--- src/rtl/lru_icache_pkg.sv ---
package lru_icache_pkg;

  // Kind of chain update applied at the coming clock edge
  typedef enum logic [1:0] {
    UPD_NONE    = 2'd0,
    UPD_REORDER = 2'd1,
    UPD_INSERT  = 2'd2
  } upd_e;

  function automatic int unsigned idx_width(input int unsigned depth);
    return (depth > 1) ? $clog2(depth) : 1;
  endfunction

endpackage

--- src/rtl/lru_icache_stage.sv ---
module lru_icache_stage #(
  parameter int unsigned AW = 32,
  parameter int unsigned DW = 32
) (
  input  logic          clk,
  input  logic          rst,
  input  logic          en_i,
  input  logic          v_d_i,
  input  logic [AW-1:0] tag_d_i,
  input  logic [DW-1:0] data_d_i,
  output logic          v_q_o,
  output logic [AW-1:0] tag_q_o,
  output logic [DW-1:0] data_q_o
);

  // Valid bit is reset; payload registers are not, keeping them cheap
  always_ff @(posedge clk) begin
    if (rst) begin
      v_q_o <= 1'b0;
    end else if (en_i) begin
      v_q_o <= v_d_i;
    end
  end

  always_ff @(posedge clk) begin
    if (en_i) begin
      tag_q_o  <= tag_d_i;
      data_q_o <= data_d_i;
    end
  end

endmodule

--- src/rtl/lru_icache_match.sv ---
module lru_icache_match #(
  parameter int unsigned DEPTH = 8,
  parameter int unsigned AW    = 32,
  parameter int unsigned DW    = 32,
  parameter int unsigned IDXW  = 3
) (
  input  logic [AW-1:0]             addr_i,
  input  logic [DEPTH-1:0]          v_i,
  input  logic [DEPTH-1:0][AW-1:0]  tag_i,
  input  logic [DEPTH-1:0][DW-1:0]  data_i,
  output logic [DEPTH-1:0]          match_o,
  output logic                      hit_o,
  output logic [IDXW-1:0]           idx_o,
  output logic [DW-1:0]             data_o
);

  genvar k;
  generate
    for (k = 0; k < DEPTH; k++) begin : g_cmp
      assign match_o[k] = v_i[k] && (tag_i[k] == addr_i);
    end
  endgenerate

  assign hit_o = |match_o;

  // Tags are unique, so at most one match bit is set: an OR-based
  // encoder and AND-OR data mux are enough and keep logic shallow.
  always_comb begin
    idx_o  = '0;
    data_o = '0;
    for (int i = 0; i < DEPTH; i++) begin
      if (match_o[i]) begin
        idx_o  = idx_o | IDXW'(i);
        data_o = data_o | data_i[i];
      end
    end
  end

endmodule

--- src/rtl/lru_icache_ctrl.sv ---
module lru_icache_ctrl
  import lru_icache_pkg::*;
#(
  parameter int unsigned DEPTH = 8,
  parameter int unsigned IDXW  = 3
) (
  input  logic             lk_vld_i,
  input  logic             lk_hit_i,
  input  logic [IDXW-1:0]  lk_idx_i,
  input  logic             fill_vld_i,
  input  logic             fill_hit_i,
  input  logic [IDXW-1:0]  fill_idx_i,
  output upd_e             upd_o,
  output logic [IDXW-1:0]  src_idx_o,
  output logic [DEPTH-1:0] shift_en_o
);

  // A fill takes precedence over a lookup in the same cycle; a fill that
  // already hits only moves the existing entry.
  always_comb begin
    upd_o     = UPD_NONE;
    src_idx_o = lk_idx_i;
    if (fill_vld_i) begin
      src_idx_o = fill_idx_i;
      upd_o     = fill_hit_i ? UPD_REORDER : UPD_INSERT;
    end else if (lk_vld_i && lk_hit_i) begin
      upd_o = UPD_REORDER;
    end
  end

  genvar k;
  generate
    for (k = 0; k < DEPTH; k++) begin : g_en
      localparam logic [IDXW-1:0] POS = IDXW'(k);
      always_comb begin
        unique case (upd_o)
          UPD_INSERT:  shift_en_o[k] = 1'b1;
          UPD_REORDER: shift_en_o[k] = (src_idx_o != '0) && (POS <= src_idx_o);
          default:     shift_en_o[k] = 1'b0;
        endcase
      end
    end
  endgenerate

endmodule

--- src/rtl/shiftlru_icache.sv ---
module shiftlru_icache
  import lru_icache_pkg::*;
#(
  parameter int unsigned DEPTH = 8,
  parameter int unsigned AW    = 32,
  parameter int unsigned DW    = 32
) (
  input  logic          clk,
  input  logic          rst,
  input  logic          lk_vld_i,
  input  logic [AW-1:0] lk_addr_i,
  input  logic          fill_vld_i,
  input  logic [AW-1:0] fill_addr_i,
  input  logic [DW-1:0] fill_data_i,
  output logic          hit_o,
  output logic [DW-1:0] insn_o
);

  localparam int unsigned IDXW = idx_width(DEPTH);

  // Chain state, stage 0 = most recent
  logic [DEPTH-1:0]          v_q;
  logic [DEPTH-1:0][AW-1:0]  tag_q;
  logic [DEPTH-1:0][DW-1:0]  data_q;

  logic [DEPTH-1:0]          v_d;
  logic [DEPTH-1:0][AW-1:0]  tag_d;
  logic [DEPTH-1:0][DW-1:0]  data_d;
  logic [DEPTH-1:0]          shift_en;

  // Lookup side
  logic [DEPTH-1:0] lk_match;
  logic             lk_hit;
  logic [IDXW-1:0]  lk_idx;
  logic [DW-1:0]    lk_data;

  // Fill side
  logic [DEPTH-1:0] fill_match;
  logic             fill_hit;
  logic [IDXW-1:0]  fill_idx;
  logic [DW-1:0]    fill_old_data;

  upd_e             upd;
  logic [IDXW-1:0]  src_idx;

  lru_icache_match #(
    .DEPTH (DEPTH),
    .AW    (AW),
    .DW    (DW),
    .IDXW  (IDXW)
  ) i_lk_match (
    .addr_i  (lk_addr_i),
    .v_i     (v_q),
    .tag_i   (tag_q),
    .data_i  (data_q),
    .match_o (lk_match),
    .hit_o   (lk_hit),
    .idx_o   (lk_idx),
    .data_o  (lk_data)
  );

  lru_icache_match #(
    .DEPTH (DEPTH),
    .AW    (AW),
    .DW    (DW),
    .IDXW  (IDXW)
  ) i_fill_match (
    .addr_i  (fill_addr_i),
    .v_i     (v_q),
    .tag_i   (tag_q),
    .data_i  (data_q),
    .match_o (fill_match),
    .hit_o   (fill_hit),
    .idx_o   (fill_idx),
    .data_o  (fill_old_data)
  );

  lru_icache_ctrl #(
    .DEPTH (DEPTH),
    .IDXW  (IDXW)
  ) i_ctrl (
    .lk_vld_i   (lk_vld_i),
    .lk_hit_i   (lk_hit),
    .lk_idx_i   (lk_idx),
    .fill_vld_i (fill_vld_i),
    .fill_hit_i (fill_hit),
    .fill_idx_i (fill_idx),
    .upd_o      (upd),
    .src_idx_o  (src_idx),
    .shift_en_o (shift_en)
  );

  // Top stage input: either the new fill or the entry being promoted
  always_comb begin
    if (upd == UPD_INSERT) begin
      v_d[0]    = 1'b1;
      tag_d[0]  = fill_addr_i;
      data_d[0] = fill_data_i;
    end else begin
      v_d[0]    = v_q[src_idx];
      tag_d[0]  = tag_q[src_idx];
      data_d[0] = (fill_vld_i && fill_hit) ? fill_old_data : data_q[src_idx];
    end
  end

  genvar k;
  generate
    for (k = 1; k < DEPTH; k++) begin : g_link
      assign v_d[k]    = v_q[k-1];
      assign tag_d[k]  = tag_q[k-1];
      assign data_d[k] = data_q[k-1];
    end

    for (k = 0; k < DEPTH; k++) begin : g_stage
      lru_icache_stage #(
        .AW (AW),
        .DW (DW)
      ) i_stage (
        .clk      (clk),
        .rst      (rst),
        .en_i     (shift_en[k]),
        .v_d_i    (v_d[k]),
        .tag_d_i  (tag_d[k]),
        .data_d_i (data_d[k]),
        .v_q_o    (v_q[k]),
        .tag_q_o  (tag_q[k]),
        .data_q_o (data_q[k])
      );
    end
  endgenerate

  assign hit_o  = lk_vld_i && lk_hit;
  assign insn_o = hit_o ? lk_data : '0;

endmodule

--- config.mk ---
export PLATFORM = sky130hd
export DESIGN_NAME = shiftlru_icache
export DESIGN_NICKNAME = d
export VERILOG_FILES = /design/src/rtl/lru_icache_pkg.sv /design/src/rtl/lru_icache_stage.sv /design/src/rtl/lru_icache_match.sv /design/src/rtl/lru_icache_ctrl.sv /design/src/rtl/shiftlru_icache.sv
export SDC_FILE = /design/constraint.sdc
export NUM_CORES = 1
export LEC_CHECK = 0
export CORE_ASPECT_RATIO = 1.1
export CORE_MARGIN = 2
export CORE_UTILIZATION = 40
export CTS_BUF_LIST = sky130_fd_sc_hd__clkbuf_8
export DETAILED_ROUTE_END_ITERATION = 16
export DONT_BUFFER_PORTS = 1
export GPL_ROUTABILITY_DRIVEN = 0
export PLACE_DENSITY_LB_ADDON = 0.3
export SYNTH_ARGS = -nofsm -noshare
export SYNTH_HDL_FRONTEND = slang
export SYNTH_SLANG_ARGS = --single-unit
--- constraint.sdc ---
create_clock -name clk -period 7 [get_ports clk]
set_input_delay 1.4 -clock clk [delete_from_list [all_inputs] [get_ports clk]]
set_output_delay 1.4 -clock clk [all_outputs]
set_load 0.02 [all_outputs]
; ---- Word-level counts from Yosys, hierarchy flattened
; Index checks and enable logic that the tools add are counted.
[word_totals]
output_inout_bits = 33
mem_bits_rw = 0
inputBits = 100
register_bits = 520
mem_bits_ro = 0
mem_count = 0
word_cells = 147
latchBits = 0
[classes]
mul = 0
n_reduce_logical = 29
muxes = 53
shifts = 0
magnitude_cmp = 9
n_eq_ne = 18
n_div = 0
addsub = 0
n_bitwise = 14
[ops]
columns = cell, count
row1 = $mux 32, 22
row2 = $eq 32x32->1, 16
row3 = $or 32x32->32, 14
row4 = $bmux 32 s3, 2
row5 = $mux 3, 9
row6 = $logic_and 1x1->1, 26
row7 = $pmux 1 s2, 8
row8 = $reduce_or 8->1, 2
row9 = $le 3x3->1 const A, 4
row10 = $mux 2, 6
row11 = $le 1x3->1 const A, 2
row12 = $le 2x3->1 const A, 2
row13 = $mux 1, 5
row14 = $lt 3x4->1 const B, 1
row15 = $bmux 1 s3, 1
row16 = $reduce_bool 3->1, 1
row17 = $eq 2x1->1 const B, 1
row18 = $eq 2x2->1 const B, 1

; ---- Depth between registers and ports, before layout
; Gate-level depths: netlist (run 1).
[logic_depth]
depth_word = 19
depth_mapped = 16
ltp_nobuf = 10

; ---- By module
; Synthesis (run 1) repeated with hierarchy kept, for this count alone.
[unflattened]
cells_unflattened = 3400
area_unflattened_um2 = 34280.4
[modules_own_cells]
columns = mod, n_inst, area_per_inst_um2, cells_each, seq_area_each_um2
row1 = lru_icache_stage, 8, 1955.6, 67, 1941.9
row2 = lru_icache_match, 2, 6651.4, 1067, 0.0
row3 = shiftlru_icache, 1, 5142.4, 702, 0.0
row4 = lru_icache_ctrl, 1, 190.2, 28, 0.0

; ---- Least setup slack after synthesis (run 1)
; Ideal clock, no wire load.
[synth_timing]
path_type = input to register
startpoint = in fill_addr_i[14]
endpoint = reg g_stage[2].i_stage.v_q_o
arrival_time_ps = 6943
setup_time_ps = 124
setup_slack_ps = -67
n_path_buf = 2
required_ps = 6876
stages = 11
path_cell_list = buf_2 -> xor2_1 -> nor4_1 -> nand2_1 -> nor4_2 -> nor4_1 -> mux2_2 -> buf_2 -> a21oi_1 -> mux2i_1 -> nor2_1
[synth_via]
elab_chain_cells = 13
elab_cells_between_ends = 33
cone_classes = 1 x order compare / 10 x eq/ne / 11 x mux / 11 x reduce/logical
[synth_lines]
columns = element, line
row1 = "start, declared", shiftlru_icache.sv:13  ; input logic [AW-1:0] fill_addr_i,
row2 = $eq 32x32->1, lru_icache_match.sv:20  ; assign match_o[k] = v_i[k] && (tag_i[k] == addr_i);
row3 = $logic_and 1x1->1, lru_icache_match.sv:20
row4 = $mux 1, lru_icache_match.sv:32  ; if (match_o[i]) begin
row5 = $mux 2 (2 in series), lru_icache_match.sv:32
row6 = $mux 3 (4 in series), lru_icache_match.sv:32
row7 = $mux 3, lru_icache_ctrl.sv:23  ; if (fill_vld_i) begin
row8 = $le 2x3->1 or $reduce_bool 3->1 (tied branches), lru_icache_ctrl.sv:38  ; UPD_REORDER: shift_en_o[k] = (src_idx_o != '0) && (POS <= src_idx_o);
row9 = $logic_and 1x1->1, lru_icache_ctrl.sv:38
row10 = $pmux 1 s2 (*), lru_icache_ctrl.sv:36  ; unique case (upd_o)
row11 = named net g_stage[2].i_stage.en_i, lru_icache_stage.sv:7  ; input logic en_i,
row12 = "end signal, assigned", lru_icache_stage.sv:21  ; v_q_o <= v_d_i;
row13 = "end, declared", lru_icache_stage.sv:11  ; output logic v_q_o,
; Mark *: on every way through the listed nets, which the timed path passes. The rest lies on a longest branch.
; A chain may end at the register's enable or synchronous reset.

; ---- Final worst setup path (run 1)
[layout_timing]
startpoint = in lk_addr_i[28]
endpoint = out insn_o[27]
[layout_via]
elab_chain_cells = 18
elab_cells_between_ends = 34
cone_classes = 8 x eq/ne / 9 x mux / 7 x bitwise / 10 x reduce/logical
[layout_lines]
columns = element, line
row1 = "start, declared", shiftlru_icache.sv:11  ; input logic [AW-1:0] lk_addr_i,
row2 = $eq 32x32->1, lru_icache_match.sv:20
row3 = $logic_and 1x1->1, lru_icache_match.sv:20
row4 = $mux 32, lru_icache_match.sv:32
row5 = $or 32x32->32, lru_icache_match.sv:34  ; data_o = data_o | data_i[i];
row6 = $mux 32, lru_icache_match.sv:32
row7 = $or 32x32->32, lru_icache_match.sv:34
row8 = $mux 32, lru_icache_match.sv:32
row9 = $or 32x32->32, lru_icache_match.sv:34
row10 = [... 2 more ...], -
row11 = $mux 32, lru_icache_match.sv:32
row12 = $or 32x32->32, lru_icache_match.sv:34
row13 = $mux 32, lru_icache_match.sv:32
row14 = $or 32x32->32, lru_icache_match.sv:34
row15 = $mux 32, lru_icache_match.sv:32
row16 = $or 32x32->32, lru_icache_match.sv:34
row17 = $mux 32, lru_icache_match.sv:32
row18 = $mux 32 (*), shiftlru_icache.sv:133  ; assign insn_o = hit_o ? lk_data : '0;
row19 = "end, declared", shiftlru_icache.sv:16  ; output logic [DW-1:0] insn_o
; Mark *: on every way between the ends. The rest lies on a longest branch, timed or not.

==> results of run 1 <==
[cell type report]
type                            instances  share of cell area, %
Sequential cell                       520                  48.81
Multi-Input combinational cell       1755                  40.21
Clock inverter                         72                  1.352
Inverter                                3                0.03538
Clock buffer                           91                  3.935
Timing Repair Buffer                   52                  1.934
Tap cell                              945                  3.715
[registers in the layout, indices dropped and copies added (netlist names)]
register                  cells
g_stage.i_stage.data_q_o    256
g_stage.i_stage.tag_q_o     256
g_stage.i_stage.v_q_o         8
[per-stage QoR]
step	utilization, %	instance area, um2	power, uW	instances
finish	44.34	31830	6950	3438
global route	44.34	31830	7107	3438
CTS	44.32	31810	6912	3438
detailed placement	41.97	30130	4201	3275
global placement	41.97	30130	4201	3275
floorplan	-	29020	4027	2472
[path summary, 6_finish.rpt]
kind | start | endpoint | slack, ns | cells past startpoint
max reg2reg | g_stage[3].i_stage.tag_q_o[28]$_DFFE_PP_ | g_stage[0].i_stage.tag_q_o[10]$_DFFE_PP_ | 1.40 | 11
min reg2reg | g_stage[0].i_stage.data_q_o[9]$_DFFE_PP_ | g_stage[1].i_stage.data_q_o[9]$_DFFE_PP_ | 0.48 | 0
max | lk_addr_i[28] | insn_o[27] | 0.44 | 8
min | g_stage[0].i_stage.data_q_o[9]$_DFFE_PP_ | g_stage[1].i_stage.data_q_o[9]$_DFFE_PP_ | 0.48 | 0
[where the power goes]
group	switching [uW]	internal, uW
Clock	1360	1390
Combinational	356	169
Sequential	136	3540
[layer usage]
| layer | up-vias | part of all wire [%] | track usage, % |
|---|---|---|---|
| met1 | 11570 | 34 | 39.41 |
| met2 | 2250 | 44 | 49.57 |
| met4 | 12 | 7.0 | 18.99 |
| met5 | - | 0.13 | 0.7752 |
| met3 | 568 | 15 | 11.94 |
| li1 | 9405 | - | - |
[kinds of logic after synthesis]
logic type	count (synthesis)	synth area share [%]
AOI/OAI and AO/OA	614	14.86
DFF	520	53.54
and+or+nand+nor	516	8.910
xor gates and xnor gates	509	15.37
buffers and inverters	197	3.273
muxes	116	4.049
[Yosys cell counts (all sizes together) (49+ instances only)]
library cell,count
mux2i,111
clkbuf,89
nand2,226
a22oi,152
xnor2,81
edfxtp,512
nand3,51
nor4,109
buf,105
a21oi,182
xor2,428
nand4,49
[worst max-delay path: cells and delay by family]
family / cells / cell delay, ns
and+or+nand+nor: 4 / 2.28
AOI/OAI and AO/OA: 2 / 0.91
buffers and inverters: 1 / 0.32
xor gates and xnor gates: 1 / 0.22
==> results by group, run 1 <==
Job
  – Maxcap violations: 0

Yosys
  – Post-synth EDFFs: 512
  – Synthesized Nets: 2572
  – Synth top area share: 52.99%
  – Synth unique cells: 59
  – Synth area leaders: edfxtp_1 (53%), xor2_1 (13%), a22oi_1 (3.9%)
  – Syn avg cell area: 11.74 um2
  – Number of synthesized register bits: 520
  – Seq/Total Area, Yosys: 53.54%
  – Post-Syn Area: 29010 um2
  – Area leader, netlist: edfxtp_1
  – Ys Warns: 0
  – Most used DFF post-synth: edfxtp_1
  – Cells after Synth: 2472
  – Fraction of registers with async set/reset: 0%

Critical path
  – Crit path launch type: input port
  – Critical Path Max Stage Delay: 1.07 ns
  – Crit-path max FO: 27
  – Critical-path cell list: xor2_1, nor4_1, nand4_1, nor3_4, or4_1, o21ai_4, buf_4, a31oi_1
  – Capturing element type of the critical path: output pin
  – Worst EP arrival: 5.16 ns
  – Slowest CP cell: nor4_1
  – Critical path class: in2out
  – Critical path required time: 5.60 ns

Finish
  – Most frequent cells in the layout: edfxtp_1 (512), xor2_1 (428), nand2_1 (226)
  – Final nets: 2523
  – Share of layout cells above drive strength 1: 8.504%
  – Fill count: 6572
  – Commonest non-fill, non-tap cell in the layout: edfxtp_1
  – Footprint of the multi-input gates: 12800 um2
  – Ant diodes: 0
  – Reg area: 15530 um2
  – Synthesis-to-finish area growth: 9.695%

Clock tree
  – Clock Path Buffers: 3
  – Clk sinks: 520
  – Worst skew pair latency: 0.72 ns
  – CTS Hold Bufs: 0
  – CTS Buf Count: 91
  – CTS tree: yes
  – Clock transition at path regs: 0.06 ns
  – Post-CTS Setup Repair Bufs: 0
  – H-tree lvl count: 3
  – Clk Tree Root Cell: clkbuf_8
  – Post-CTS Resized: 0

Route
  – Total routed wirelength: 124600 um
  – DR vias: 23800
  – Post-route DRC violation count: 0
  – DRC marker count from the first detailed-route iteration: 4118
  – Ratio of routed vias to standard cells: 6.923
  – DR WL/cell: 36.25 um
  – Antenna Nets Post-Route: 0
  – Pre-antenna DRT Iters: 7

STA
  – Setup violators final: 0
  – Fmax: 152.4 MHz
  – Final WS setup: 0.4367 ns
  – Setup TNS Final: 0 ns
  – Slew of the pin with the lowest slew margin: 1.418 ns
  – Min cycle time layout: 6.563 ns
  – Relative slew slack: 4.593%
  – Final Hold Viols: 0
  – Fin crit share: 93.76%
  – RSZ-0062 raised after global routing: false
  – Hold slack: 0.4850 ns
  – Final Skew: 0.05271 ns
  – Slew Limit Fails: 0

GRT
  – First-pass GRT wire length: 173400 um
  – Grt ovf: 0
  – Vias in the first global route: 22990
  – Largest net degree at the start of global routing: 92
  – Initial antenna violation count: 5
  – All-Layer GR Usage: 32.52%

Worst hold path
  – Hold Crit Class: reg2reg

Placed design
  – DPL Wire Length: 77380 um
  – Port Buf Inserts: 0
  – Pre-CTS setup slack: 1.063 ns

Run status
  – Status: finished clean

Power
  – Maximum VDD drop: 0.1569 mV
  – Pwr dens: 218.4 nW/um2
  – P_leak: 0.01013 uW

Floorplan
  – Die Wd: 260.8 um
  – Die Y-Extent: 286.5 um
  – Core Rows: 103
  – Area of the die: 74700 um2
  – Area of the core: 71780 um2
  – I/O pin count: 133
  – Initial core utilization: 40.42%
Power figures use the tool's default switching activity.
==> run 2: changes to the inputs <==
==> constraint.sdc (replaced) <==
create_clock -name clk -period 7.8 [get_ports clk]
set_input_delay 1.56 -clock clk [delete_from_list [all_inputs] [get_ports clk]]
set_output_delay 1.56 -clock clk [all_outputs]
set_load 0.02 [all_outputs]
==> results by group, run 2 (synthesis results as in run 1) <==
Run status
  – Status: finished clean

Finish
  – Most frequent cells in the layout: edfxtp_1 (512), xor2_1 (428), nand2_1 (226)
  – Share of layout cells above drive strength 1: 8.771%
  – Final nets: 2523
  – Commonest non-fill, non-tap cell in the layout: edfxtp_1
  – Synthesis-to-finish area growth: 9.367%
  – Finished Core Util: 44.20%
  – Top flop regs: g_stage.i_stage.data_q_o (256), g_stage.i_stage.tag_q_o (256), g_stage.i_stage.v_q_o (8)
  – Final Cell Area: 31730 um2

Route
  – DR vias: 23750
  – DR WL/cell: 35.84 um
  – Antenna Nets Post-Route: 0
  – Total routed wirelength: 123500 um
  – Pre-antenna DRT Iters: 8
  – Ratio of routed vias to standard cells: 6.894
  – DRC marker count from the first detailed-route iteration: 4504
  – Post-route DRC violation count: 0

Placed design
  – Dpl cell area: 29920 um2
  – DPL Wire Length: 79590 um
  – Port Buf Inserts: 0

Floorplan
  – Die Wd: 260.8 um
  – Initial core utilization: 40.42%
  – Area of the core: 71780 um2
  – Die Y-Extent: 286.5 um
  – Core Rows: 103
  – I/O pin count: 133
  – Area of the die: 74700 um2

STA
  – Final Hold Viols: 0
  – Relative slew slack: 13.62%
  – Fin crit share: 87.05%
  – RSZ-0062 raised after global routing: false
  – Slew Limit Fails: 0
  – Fmax: 147.3 MHz
  – Setup TNS Final: 0 ns
  – Slew of the pin with the lowest slew margin: 1.284 ns
  – Final Skew: 0.05569 ns
  – Setup violators final: 0
  – Min cycle time layout: 6.790 ns

Clock tree
  – CTS Hold Bufs: 0
  – Worst skew pair latency: 0.74 ns
  – Clk Tree Root Cell: clkbuf_8
  – H-tree lvl count: 3
  – Post-CTS Resized: 0
  – Clock Path Buffers: 3
  – Clock transition at path regs: 0.07 ns
  – CTS tree: yes
  – CTS Buf Count: 92
  – Post-CTS Setup Repair Bufs: 0
  – Clk sinks: 520

Critical path
  – Critical path required time: 6.24 ns
  – Critical path class: in2out
  – Crit-path max FO: 36
  – Worst EP arrival: 5.23 ns
  – Crit path launch type: input port
  – Capturing element type of the critical path: output pin

Power
  – Net switching power: 1677 uW
  – Maximum VDD drop: 0.1339 mV
  – Pwr dens: 199.2 nW/um2
  – P_leak: 0.01014 uW
  – Clock power frac: 40.7%
  – Reg power frac: 52.3%
  – Power Total: 6322 uW
  – Sw Ratio: 26.52%
  – Comb power frac: 7.0%
  – Cell internal pwr: 4645 uW

GRT
  – Initial antenna violation count: 5
  – M3 GR Usage: 12.00%
  – All-Layer GR Usage: 32.49%
  – Met1 Use GR: 39.56%
  – Grt ovf: 0
  – Largest net degree at the start of global routing: 75
  – First-pass GRT wire length: 173900 um
  – GR peak layer: met2
  – Vias in the first global route: 22980
  – M2 GR Usage: 49.52%

Job
  – Maxcap violations: 0

Worst hold path
  – Hold Crit Class: reg2reg
[run 2: critical path, cell delays in order]
cell,delay (ns)
xor2_1,0.20
nor4_1,0.92
nand4_1,0.40
nor3_4,0.36
buf_4,0.58
or4_1,0.26
o21ai_4,0.15
buf_4,0.28
a31oi_1,0.49
[run 2: cell type report]
type | count | area (um2)
clock buffers | 93 | 1280
diodes | 3 | 7.507
multi-input cells | 1755 | 12790
flip-flops and latches | 520 | 15530
clock inverters | 75 | 514.2
fillers | 6582 | 40050
repair buffers | 51 | 407.9
well taps | 945 | 1182
inverters | 3 | 11.26
[run 2: worst paths after layout]
kind / start / to / slack, ns / depth (start not counted)
max: lk_addr_i[8] / insn_o[4] / 1.01 / 9
min: g_stage[0].i_stage.data_q_o[12]$_DFFE_PP_ / g_stage[1].i_stage.data_q_o[12]$_DFFE_PP_ / 0.49 / 0
max reg2reg: g_stage[1].i_stage.tag_q_o[8]$_DFFE_PP_ / g_stage[0].i_stage.data_q_o[25]$_DFFE_PP_ / 2.24 / 12
min reg2reg: g_stage[0].i_stage.data_q_o[12]$_DFFE_PP_ / g_stage[1].i_stage.data_q_o[12]$_DFFE_PP_ / 0.49 / 0
[run 2: metal layers]
metal | vias to the layer above | wire length (um)
met5 | - | 16
met4 | 2 | 9038
met3 | 543 | 17850
met2 | 2279 | 54200
met1 | 11530 | 42350
li1 | 9399 | -
[run 2: power by group through the flow]
stage | clock network (uW) | registers [uW] | logic, uW
2_1_floorplan | 0 | 3310 | 308
5_1_grt | 2710 | 3310 | 452
3_3_place_gp | 0 | 3350 | 408
3_5_place_dp | 0 | 3350 | 407
4_1_cts | 2600 | 3300 | 410
6_report | 2570 | 3300 | 443
[run 2: stage by stage]
step	hold slack, ns	instances	setup WS (ns)
floorplan	0.4508	2472	0.5727
global placement	0.4611	3274	1.490
detailed placement	0.4699	3274	1.459
CTS	0.4805	3442	1.415
global route	0.4952	3443	0.9809
finish	0.4874	3445	1.010
